## src/rtl/twr_pkg.sv

```systemverilog
package twr_pkg;

    typedef enum logic [1:0] {
        ACT_CLEAR = 2'd0,
        ACT_LOAD  = 2'd1,
        ACT_SHIFT = 2'd2,
        ACT_HOLD  = 2'd3
    } twr_act_e;

    // A ring pattern is in the counting cycle when its bits, read in stage
    // order, change value at most once.
    function automatic logic ring_legal(input logic [31:0] v, input int n);
        int edges;
        edges = 0;
        for (int k = 0; k < 31; k++) begin
            if (k < n - 1 && v[k] != v[k+1]) begin
                edges++;
            end
        end
        return (edges <= 1);
    endfunction

endpackage

```

## src/rtl/twr_stage_reg.sv

```systemverilog
module twr_stage_reg
    import twr_pkg::*;
#(
    parameter int N = 4
) (
    input  logic         clk,
    input  logic         rst,
    input  logic         en,
    input  logic         load_en,
    input  logic [N-1:0] load_val,
    output logic [N-1:0] q
);

    twr_act_e     act;
    logic [N-1:0] shift_nxt;
    logic [N-1:0] q_nxt;

    // Control choice, highest priority first.
    always_comb begin
        if (rst)          act = ACT_CLEAR;
        else if (load_en) act = ACT_LOAD;
        else if (en)      act = ACT_SHIFT;
        else              act = ACT_HOLD;
    end

    // Twisted shift; stage 2 carries the stray-pattern correction.
    always_comb begin
        shift_nxt[0] = ~q[N-1];
        for (int k = 1; k < N; k++) begin
            shift_nxt[k] = q[k-1];
        end
        shift_nxt[2] = q[1] & (q[0] | q[2]);
    end

    always_comb begin
        unique case (act)
            ACT_CLEAR: q_nxt = '0;
            ACT_LOAD:  q_nxt = load_val;
            ACT_SHIFT: q_nxt = shift_nxt;
            ACT_HOLD:  q_nxt = q;
            default:   q_nxt = q;
        endcase
    end

    always_ff @(posedge clk) begin
        q <= q_nxt;
    end

    logic legal_now;
    assign legal_now = ring_legal(32'(q), N);

    a_r1_clear: assert property (@(posedge clk)
        rst |=> (q == '0));

    a_r7_load: assert property (@(posedge clk) disable iff (rst)
        load_en |=> (q == $past(load_val)));

    a_r5_hold: assert property (@(posedge clk) disable iff (rst)
        (!en && !load_en) |=> $stable(q));

    a_r2_legal_step: assert property (@(posedge clk) disable iff (rst)
        (en && !load_en && legal_now)
        |=> (q == {$past(q[N-2:0]), ~$past(q[N-1])}));

    a_r6_fix: assert property (@(posedge clk) disable iff (rst)
        (en && !load_en && q[2:0] == 3'b010) |=> (q[2] == 1'b0));

endmodule

```

## src/rtl/twr_decoder.sv

```systemverilog
module twr_decoder #(
    parameter int N = 4,
    localparam int S = 2 * N
) (
    input  logic [N-1:0] q,
    output logic [S-1:0] dec
);

    // Every line is a two-input AND of ring-adjacent stages.
    assign dec[0] = ~q[0] & ~q[N-1];
    assign dec[N] =  q[0] &  q[N-1];

    for (genvar j = 1; j < N; j++) begin : g_edge
        assign dec[j]     =  q[j-1] & ~q[j];
        assign dec[N + j] = ~q[j-1] &  q[j];
    end

endmodule

```

## src/rtl/twisted_ring_counter.sv

```systemverilog
module twisted_ring_counter
    import twr_pkg::*;
#(
    parameter int N = 4,
    localparam int S  = 2 * N,
    localparam int CW = $clog2(S + 2)
) (
    input  logic         clk,
    input  logic         rst,
    input  logic         en,
    input  logic         load_en,
    input  logic [N-1:0] load_val,
    output logic [N-1:0] stage_q,
    output logic [S-1:0] dec_q
);

    if (N < 3 || N > 32) begin : g_bad_n
        $error("twisted_ring_counter: N must lie in 3..32");
    end

    twr_stage_reg #(.N(N)) u_reg (
        .clk      (clk),
        .rst      (rst),
        .en       (en),
        .load_en  (load_en),
        .load_val (load_val),
        .q        (stage_q)
    );

    twr_decoder #(.N(N)) u_dec (
        .q   (stage_q),
        .dec (dec_q)
    );

    // Length of the current run of stray patterns, in enabled clocks.
    logic          legal_now;
    logic [CW-1:0] stray_run;

    assign legal_now = ring_legal(32'(stage_q), N);

    always_ff @(posedge clk) begin
        if (rst || load_en) begin
            stray_run <= '0;
        end else if (en) begin
            if (legal_now)                      stray_run <= '0;
            else if (stray_run != CW'(S + 1))   stray_run <= stray_run + 1'b1;
        end
    end

    a_r8_recover: assert property (@(posedge clk) disable iff (rst || load_en)
        $past(!rst && !load_en) |-> (stray_run < CW'(S)));

    a_r4_onehot: assert property (@(posedge clk) disable iff (rst)
        legal_now |-> $onehot(dec_q));

endmodule

```

## config.mk

```make
export PLATFORM = sky130hd
export DESIGN_NAME = twisted_ring_counter
export DESIGN_NICKNAME = d
export VERILOG_FILES = /design/src/rtl/twr_pkg.sv /design/src/rtl/twr_stage_reg.sv /design/src/rtl/twr_decoder.sv /design/src/rtl/twisted_ring_counter.sv
export SDC_FILE = /design/constraint.sdc
export NUM_CORES = 1
export LEC_CHECK = 0
export CORE_AREA = 2 2 39 41
export CTS_BUF_LIST = sky130_fd_sc_hd__clkbuf_4 sky130_fd_sc_hd__clkbuf_8
export DETAILED_ROUTE_END_ITERATION = 7
export DIE_AREA = 0 0 41 43
export MAX_ROUTING_LAYER = met4
export PLACE_DENSITY = 0.59
export SETUP_SLACK_MARGIN = 0.1
export SYNTH_ARGS = -nofsm -noshare
export SYNTH_HDL_FRONTEND = slang
export SYNTH_SLANG_ARGS = --single-unit
```

## constraint.sdc

```tcl
create_clock -name clk -period 2.87 [get_ports clk]
set_input_delay 0.861 -clock clk [delete_from_list [all_inputs] [get_ports clk]]
set_output_delay 0.861 -clock clk [all_outputs]
set_load 0.02 [all_outputs]
```

==> flow_summary_export.csv, run 1 <==
group,metric,value,unit
status,status,"complete, no violations",
global_route,grt_util_all_layers,9.213,%
timing,period_share,81.49,%
routing,drt_wl_total,617,um
logic_synthesis,yosysSeqAreaShare,48.24,%
worst_setup_path,crit_chain,"nor2b_1, clkdlybuf4s50_1",
power_and_ir_drop,leakage,0.1761,nW
finish,layout_common_cells,"clkdlybuf4s50_1, nor2b_1, nand2_1, edfxtp_1",
floorplanning,rows,14,
cts,cts_buffers,3,
logic_synthesis,yosys.area.top_type,"edfxtp_1",
timing,max_freq,427.6,MHz
logic_synthesis,synth.cell_area,249.0,um^2
logic_synthesis,synth_area_leaders,"edfxtp_1, nor2b_1, nand3b_1",
routing,vias,278,
worst_setup_path,critPathTopFamily,"buffers and inverters",
routing,ant_nets,0,
finish,drive_gt1_share,8.333,%
routing,viasPerCell,4.344,
worst_setup_path,path_buf_inv,1,
global_route,grt_pass1_vias,232,
floorplanning,chipWidth,41,um
cts,cts.clk_slew.worst_paths,30,ps
worst_setup_path,crit_fanout,7,
worst_setup_path,critical_path.slowest_cell,"clkdlybuf4s50_1",
floorplanning,start_util,17.99,%
finish,reg_top3,"u_reg.q: 4 flops",
timing,relSlewSlack,81.29,%
routing,wl_per_cell,9.641,um
global_route,grt_pass1_wl,979,um
logic_synthesis,yosysTopAreaCellShare,48.24,%
finish,top_register,"u_reg.q",
placed_design,port_buffers,19,
finish,regArea,120.1,um^2
floorplanning,ios,20,
cts,cts_sinks,4,
finish,instances_no_fill,64,
cts,clock_latency,230,ps
worst_setup_path,crit_path_max_incr_delay,610,ps
global_route,antenna_found_initial,0,
logic_synthesis,synth_cell_types,10,
worst_setup_path,crit_arrival,1480,ps
timing,setup_violations,0,
logic_synthesis,ys_ff_latch,4,
logic_synthesis,netlist_instances,26,
timing,worst_slew_pin_slew,277.0,ps
power_and_ir_drop,power,211.5,uW
timing,clock_skew,2.384,ps
cts,htree_levels,1,
timing,fin_crit,2339,ps
power_and_ir_drop,vdd_ir_drop_max,135.4,uV
logic_synthesis,yosysWarnings,0,
finish,num_antenna_cells,0,
cts,cts_setup_buffers,0,
placed_design,routabilityCongestion,0.6714,
finish,syn_to_final_growth,93.47,%
finish,final_nets,58,
global_route,grt_overflow_total,0,
finish,final_common_cell,"clkdlybuf4s50_1",
floorplanning,coreArea,1384,um^2
worst_setup_path,worst-setup-path-type,"reg2out",
timing,slew_violations,0,
power_and_ir_drop,power_density,439.1,nW/um^2
min_path,hold_class,"reg2reg",
cts,tritoncts,"done",
finish,multiInputGateArea,128.9,um^2
placed_design,numPlacedInstances,61,
worst_setup_path,worstPathRequired,2010,ps
routing,firstDrtPassIters,4,
cts,ctsResizeCount,0,
routing,drcViolationCount,0,
cts,clock_path_buffers,2,
flow_run,max_cap_viol_count,0,
worst_setup_path,end_kind,"output port",
timing,rsz0062_at_grt,"no",
logic_synthesis,syn_nets,34,
floorplanning,dieHeight,43,um
logic_synthesis,syn_area_per_cell,9.577,um^2
timing,setup_tns,0,ps
finish,fillCellCount,152,
cts,clockRootBuffer,"clkbuf_4",
global_route,grt_max_degree,10,
timing,hold_viol_final,0,
floorplanning,die_area,1763,um^2
routing,first_iter_violations,5,
worst_setup_path,startpoint_type,"flop",
cts,cts_hold_buffers,0,
finish,largest_register_ffs,4,
layer usage:
layer / up-vias / share of wire [%] / track usage, %
met1: 121 / 42 / 11.15
met5: - / 0 / -
met3: 2 / 11 / 3.141
met2: 18 / 44 / 10.63
met4: 0 / 2.4 / 10.00
li1: 137 / - / -
worst min-delay path, cell delays in order, from the launching register on:
cell and delay [ps]:
edfxtp_1 450, nand2_1 90, o41ai_1 60
synthesized netlist by cell type:
library cell and n:
nor2b_1 6, a21oi_1 3, edfxtp_1 4, nand2_1 4, or3b_1 1, or3_2 1, and2_1 1, o41ai_1 1
nand3b_1 3, nor2_1 2
through the flow:
stage | util, % | hold WS [ps] | setup slack (ps) | instance area [um^2]
2_1_floorplan | - | 820.6 | 1117 | 249.0
3_3_place_gp | 33.18 | 761.3 | 674.0 | 459.2
3_5_place_dp | 33.18 | 780.3 | 661.3 | 459.2
4_1_cts | 34.81 | 785.1 | 500.3 | 481.7
5_1_grt | 34.81 | 817.0 | 455.3 | 481.7
6_report | 34.81 | 777.5 | 531.2 | 481.7
path summary, 6_finish.rpt:
| check | startpoint | end | slack [ps] | cells past startpoint |
|---|---|---|---|---|
| worst max-delay path | u_reg.q[2] | dec_q[3] | 530 | 2 |
| worst min-delay path | u_reg.q[1] | u_reg.q[2] | 780 | 2 |
| worst max register to register | u_reg.q[3] | u_reg.q[0] | 1770 | 2 |
| worst min register to register | u_reg.q[1] | u_reg.q[2] | 780 | 2 |
cell type report:
cell class	count	share of cell area [%]
clock buffers	3	4.675
multi-input cells	22	26.75
flip-flops and latches	4	24.94
well taps	16	4.156
repair buffers	19	39.48
power breakdown:
part	total, mW	leakage [nW]	switching, mW	internal [mW]
registers	0.0774	0.0456	0.00737	0.0701
logic	0.0662	0.117	0.0295	0.0366
clock network	0.0679	0.0138	0.0213	0.0466
logic make-up after synthesis:
| kind of cell | synth area share [%] |
|---|---|
| AOI/OAI and AO/OA | 9.547 |
| DFF | 48.24 |
| and+or+nand+nor | 42.21 |
Note: power is estimated with default switching activity, not from simulation.
==> run 2: changes to the inputs <==
clock period = 2.3 ns   (was 2.87 ns; I/O delays follow)
==> flow_summary_export.csv, run 2 (synthesis gave the netlist of run 1 again) <==
group,metric,value,unit
status,status,"complete, no violations",
routing,wl_per_cell,9.866,um
finish,num_antenna_cells,0,
worst_setup_path,crit_arrival,1420,ps
timing,worst_slew_pin_slew,273.4,ps
timing,clock_skew,0.8014,ps
cts,htree_levels,1,
global_route,grt_max_degree,10,
power_and_ir_drop,vdd_ir_drop_max,212.1,uV
power_and_ir_drop,p_switching,74.51,uW
finish,layout_common_cells,"clkdlybuf4s50_1, nor2b_1, nand2_1, edfxtp_1",
timing,hold_ws,780.3,ps
floorplanning,die_area,1763,um^2
power_and_ir_drop,p_seq_share,35.0,%
timing,setup_violations,0,
timing,fin_crit,2115,ps
worst_setup_path,crit_chain,"nor2b_1, clkdlybuf4s50_1",
min_path,hold_class,"reg2reg",
floorplanning,chipWidth,41,um
finish,final_util,36.44,%
finish,syn_to_final_growth,102.5,%
finish,reg_top3,"u_reg.q: 4 flops",
worst_setup_path,end_kind,"output port",
worst_setup_path,startpoint_type,"flop",
global_route,grt_overflow_total,0,
finish,final_common_cell,"clkdlybuf4s50_1",
floorplanning,dieHeight,43,um
worst_setup_path,crit_fanout,6,
placed_design,port_buffers,19,
timing,max_freq,472.9,MHz
worst_setup_path,reg2reg_slack,1190,ps
routing,drt_wl_total,661,um
floorplanning,rows,14,
routing,drcViolationCount,0,
placed_design,routabilityCongestion,0.6694,
timing,relSlewSlack,81.54,%
cts,cts_buffers,3,
finish,largest_register_ffs,4,
power_and_ir_drop,intPower,196.3,uW
timing,setup_tns,0,ps
floorplanning,coreArea,1384,um^2
power_and_ir_drop,swShare,27.52,%
global_route,grt_pass1_wl,1.014,mm
cts,tritoncts,"done",
routing,firstDrtPassIters,2,
timing,period_share,91.94,%
routing,vias,279,
cts,ctsResizeCount,0,
flow_run,max_cap_viol_count,0,
floorplanning,start_util,17.99,%
floorplanning,ios,20,
global_route,grt_pass1_vias,250,
finish,fillCellCount,159,
min_path,min_from,"u_reg.q[1]",
cts,cts_sinks,4,
cts,cts.clk_slew.worst_paths,40,ps
power_and_ir_drop,pwr-share-clk,31.5,%
worst_setup_path,r2r_start,"u_reg.q[3]",
cts,clock_latency,230,ps
power_and_ir_drop,leakage,0.1915,nW
global_route,grt_util_all_layers,9.326,%
finish,final_nets,61,
global_route,antenna_found_initial,0,
worst_setup_path,critical_path.slowest_cell,"clkdlybuf4s50_1",
routing,ant_nets,0,
finish,drive_gt1_share,13.73,%
worst_setup_path,crit_path_max_incr_delay,600,ps
power_and_ir_drop,combPwrFrac,33.5,%
timing,hold_viol_final,0,
worst_setup_path,worstPathRequired,1610,ps
cts,clock_path_buffers,2,
routing,first_iter_violations,7,
power_and_ir_drop,power_density,537.0,nW/um^2
timing,slew_violations,0,
worst_setup_path,cp-startpoint,"u_reg.q[1]",
routing,viasPerCell,4.164,
cts,clockRootBuffer,"clkbuf_4",
worst_setup_path,worst-setup-path-type,"reg2out",
finish,top_register,"u_reg.q",
timing,rsz0062_at_grt,"yes",
-- run 2: per-stage QoR --
step | total power [mW] | std cells | worst slack [ps] | instance area [um^2]
after floorplan | 0.1307 | 26 | 718.3 | 249.0
after global placement | 0.1800 | 61 | 274.9 | 459.2
after detailed placement | 0.1804 | 61 | 261.1 | 459.2
after CTS | 0.2695 | 64 | 134.5 | 481.7
after global routing | 0.2837 | 67 | 98.05 | 504.2
final | 0.2708 | 67 | 185.4 | 504.2
-- run 2: path summary, 6_finish.rpt --
kind / end / cells past startpoint
worst min-delay path: u_reg.q[2] / 2
worst min register to register: u_reg.q[2] / 2
worst max register to register: u_reg.q[0] / 2
worst max-delay path: dec_q[6] / 2
-- run 2: critical path, delay by kind of cell, from the launching register on --
family	cells	cell delay, ps
buf+inv	1	600
simple gates	1	140
flops	1	450
-- run 2: metal layers --
metal / GRT usage, % / share of wire (%) / vias up
li1: - / - / 144
met1: 11.18 / 44 / 119
met2: 11.88 / 46 / 16
met3: 3.141 / 10 / 0
met4: 8.000 / 0 / 0
met5: - / 0 / -
-- run 2: final cells by class --
cell class                 count  area, um^2  share of cell area (%)
timing repair buffer          22       212.7                   42.18
multi-input combinational     22       128.9                   25.56
sequential                     4       120.1                   23.82
clock buffer                   3       22.52                   4.466
tap                           16       20.02                   3.970
-- run 2: repair_timing --
| item | CTS | global route |
|---|---|---|
| endpoints found under the setup margin | 0 | 8 |
| buffers inserted | 0 | 3 |
| hold buffers | 0 | 0 |
-- run 2: power groups by stage --
stage | Sequential [mW] | Clock (mW) | Combinational, mW
after floorplan | 0.102 | 0 | 0.0290
after global placement | 0.0971 | 0 | 0.0829
after detailed placement | 0.0975 | 0 | 0.0828
after CTS | 0.0966 | 0.0898 | 0.0831
after global routing | 0.0958 | 0.0904 | 0.0975
final | 0.0948 | 0.0854 | 0.0906
==> run 3: changes to the inputs <==
clock period = 2.4 ns   (was 2.3 ns; I/O delays follow)
==> flow_summary_export.csv, run 3 (synthesis gave the netlist of run 1 again) <==
group,metric,value,unit
status,status,"complete, no violations",
routing,drt_wl_total,626,um
cts,cts.clk_slew.worst_paths,40,ps
worst_setup_path,crit_arrival,1460,ps
global_route,grt_pass1_vias,250,
finish,final_common_cell,"clkdlybuf4s50_1",
floorplanning,die_area,1763,um^2
finish,final_util,34.81,%
timing,setup_violations,0,
timing,worst_slew_pin_slew,284.4,ps
routing,vias,268,
floorplanning,start_util,17.99,%
routing,first_iter_violations,1,
worst_setup_path,startpoint_type,"flop",
worst_setup_path,crit_fanout,7,
finish,syn_to_final_growth,93.47,%
finish,num_antenna_cells,0,
finish,fin_area,481.7,um^2
finish,top_register,"u_reg.q",
finish,layout_common_cells,"clkdlybuf4s50_1, nor2b_1, nand2_1, edfxtp_1",
placed_design,routabilityCongestion,0.6694,
routing,ant_nets,0,
floorplanning,ios,20,
timing,fin_crit,2182,ps
finish,drive_gt1_share,8.333,%
floorplanning,rows,14,
cts,tritoncts,"done",
finish,largest_register_ffs,4,
timing,relSlewSlack,80.79,%
timing,clock_skew,0.5529,ps
placed_design,port_buffers,19,
routing,wl_per_cell,9.781,um
timing,setup_tns,0,ps
routing,drcViolationCount,0,
worst_setup_path,end_kind,"output port",
cts,htree_levels,1,
power_and_ir_drop,power_density,525.3,nW/um^2
cts,cts_hold_buffers,0,
floorplanning,coreArea,1384,um^2
finish,final_nets,58,
cts,clock_path_buffers,2,
timing,slew_violations,0,
cts,cts_sinks,4,
power_and_ir_drop,leakage,0.1761,nW
cts,cts_setup_buffers,0,
timing,period_share,90.91,%
cts,clockRootBuffer,"clkbuf_4",
finish,reg_top3,"u_reg.q: 4 flops",
flow_run,max_cap_viol_count,0,
floorplanning,dieHeight,43,um
timing,rsz0062_at_grt,"no",
cts,cts_buffers,3,
worst_setup_path,worstPathRequired,1680,ps
global_route,grt_max_degree,10,
global_route,grt_pass1_wl,1.014,mm
routing,viasPerCell,4.188,
worst_setup_path,worst-setup-path-type,"reg2out",
min_path,hold_class,"reg2reg",
power_and_ir_drop,vdd_ir_drop_max,203.1,uV
global_route,antenna_found_initial,0,
global_route,grt_util_all_layers,9.326,%
placed_design,place_area,459.2,um^2
cts,ctsResizeCount,0,
cts,clock_latency,230,ps
floorplanning,chipWidth,41,um
timing,max_freq,458.3,MHz
routing,firstDrtPassIters,2,
worst_setup_path,reg2reg_slack,1290,ps
global_route,grt_overflow_total,0,
timing,hold_viol_final,0,
-- run 3: layer usage --
metal,wire [um],up-vias,track usage (%)
li1,-,138,-
met1,279,114,11.18
met2,280,16,11.88
met3,66,0,3.141
met4,0,0,8.000
met5,0,-,-
-- run 3: path summary, 6_finish.rpt --
check / end / from / cells past startpoint
max: dec_q[2] / u_reg.q[2] / 2
min: u_reg.q[0] / u_reg.q[3] / 2
max reg2reg: u_reg.q[0] / u_reg.q[3] / 2
min reg2reg: u_reg.q[0] / u_reg.q[3] / 2
-- run 3: per-stage QoR --
step	instances	setup slack, ps	hold WS, ps	total power [mW]
finish	64	218.2	776.0	0.2531
global route	64	137.3	815.3	0.2659
CTS	64	204.5	777.4	0.2583
detailed placement	61	331.1	767.8	0.1728
global placement	61	344.9	762.9	0.1725
floorplan	26	788.3	820.6	0.1252
-- run 3: where the power goes --
| part | switching [mW] | internal [mW] |
|---|---|---|
| registers | 0.00882 | 0.0838 |
| logic | 0.0351 | 0.0438 |
| clock network | 0.0258 | 0.0558 |
-- run 3: critical path: stages, from the launching register on --
cell and delay, ps:
edfxtp_1 480, nor2b_1 140, clkdlybuf4s50_1 610
-- run 3: cell type report --
type | instances | area, um^2
flip-flops and latches | 4 | 120.1
fillers | 157 | 902.1
clock buffers | 3 | 22.52
multi-input cells | 22 | 128.9
repair buffers | 19 | 190.2
well taps | 16 | 20.02
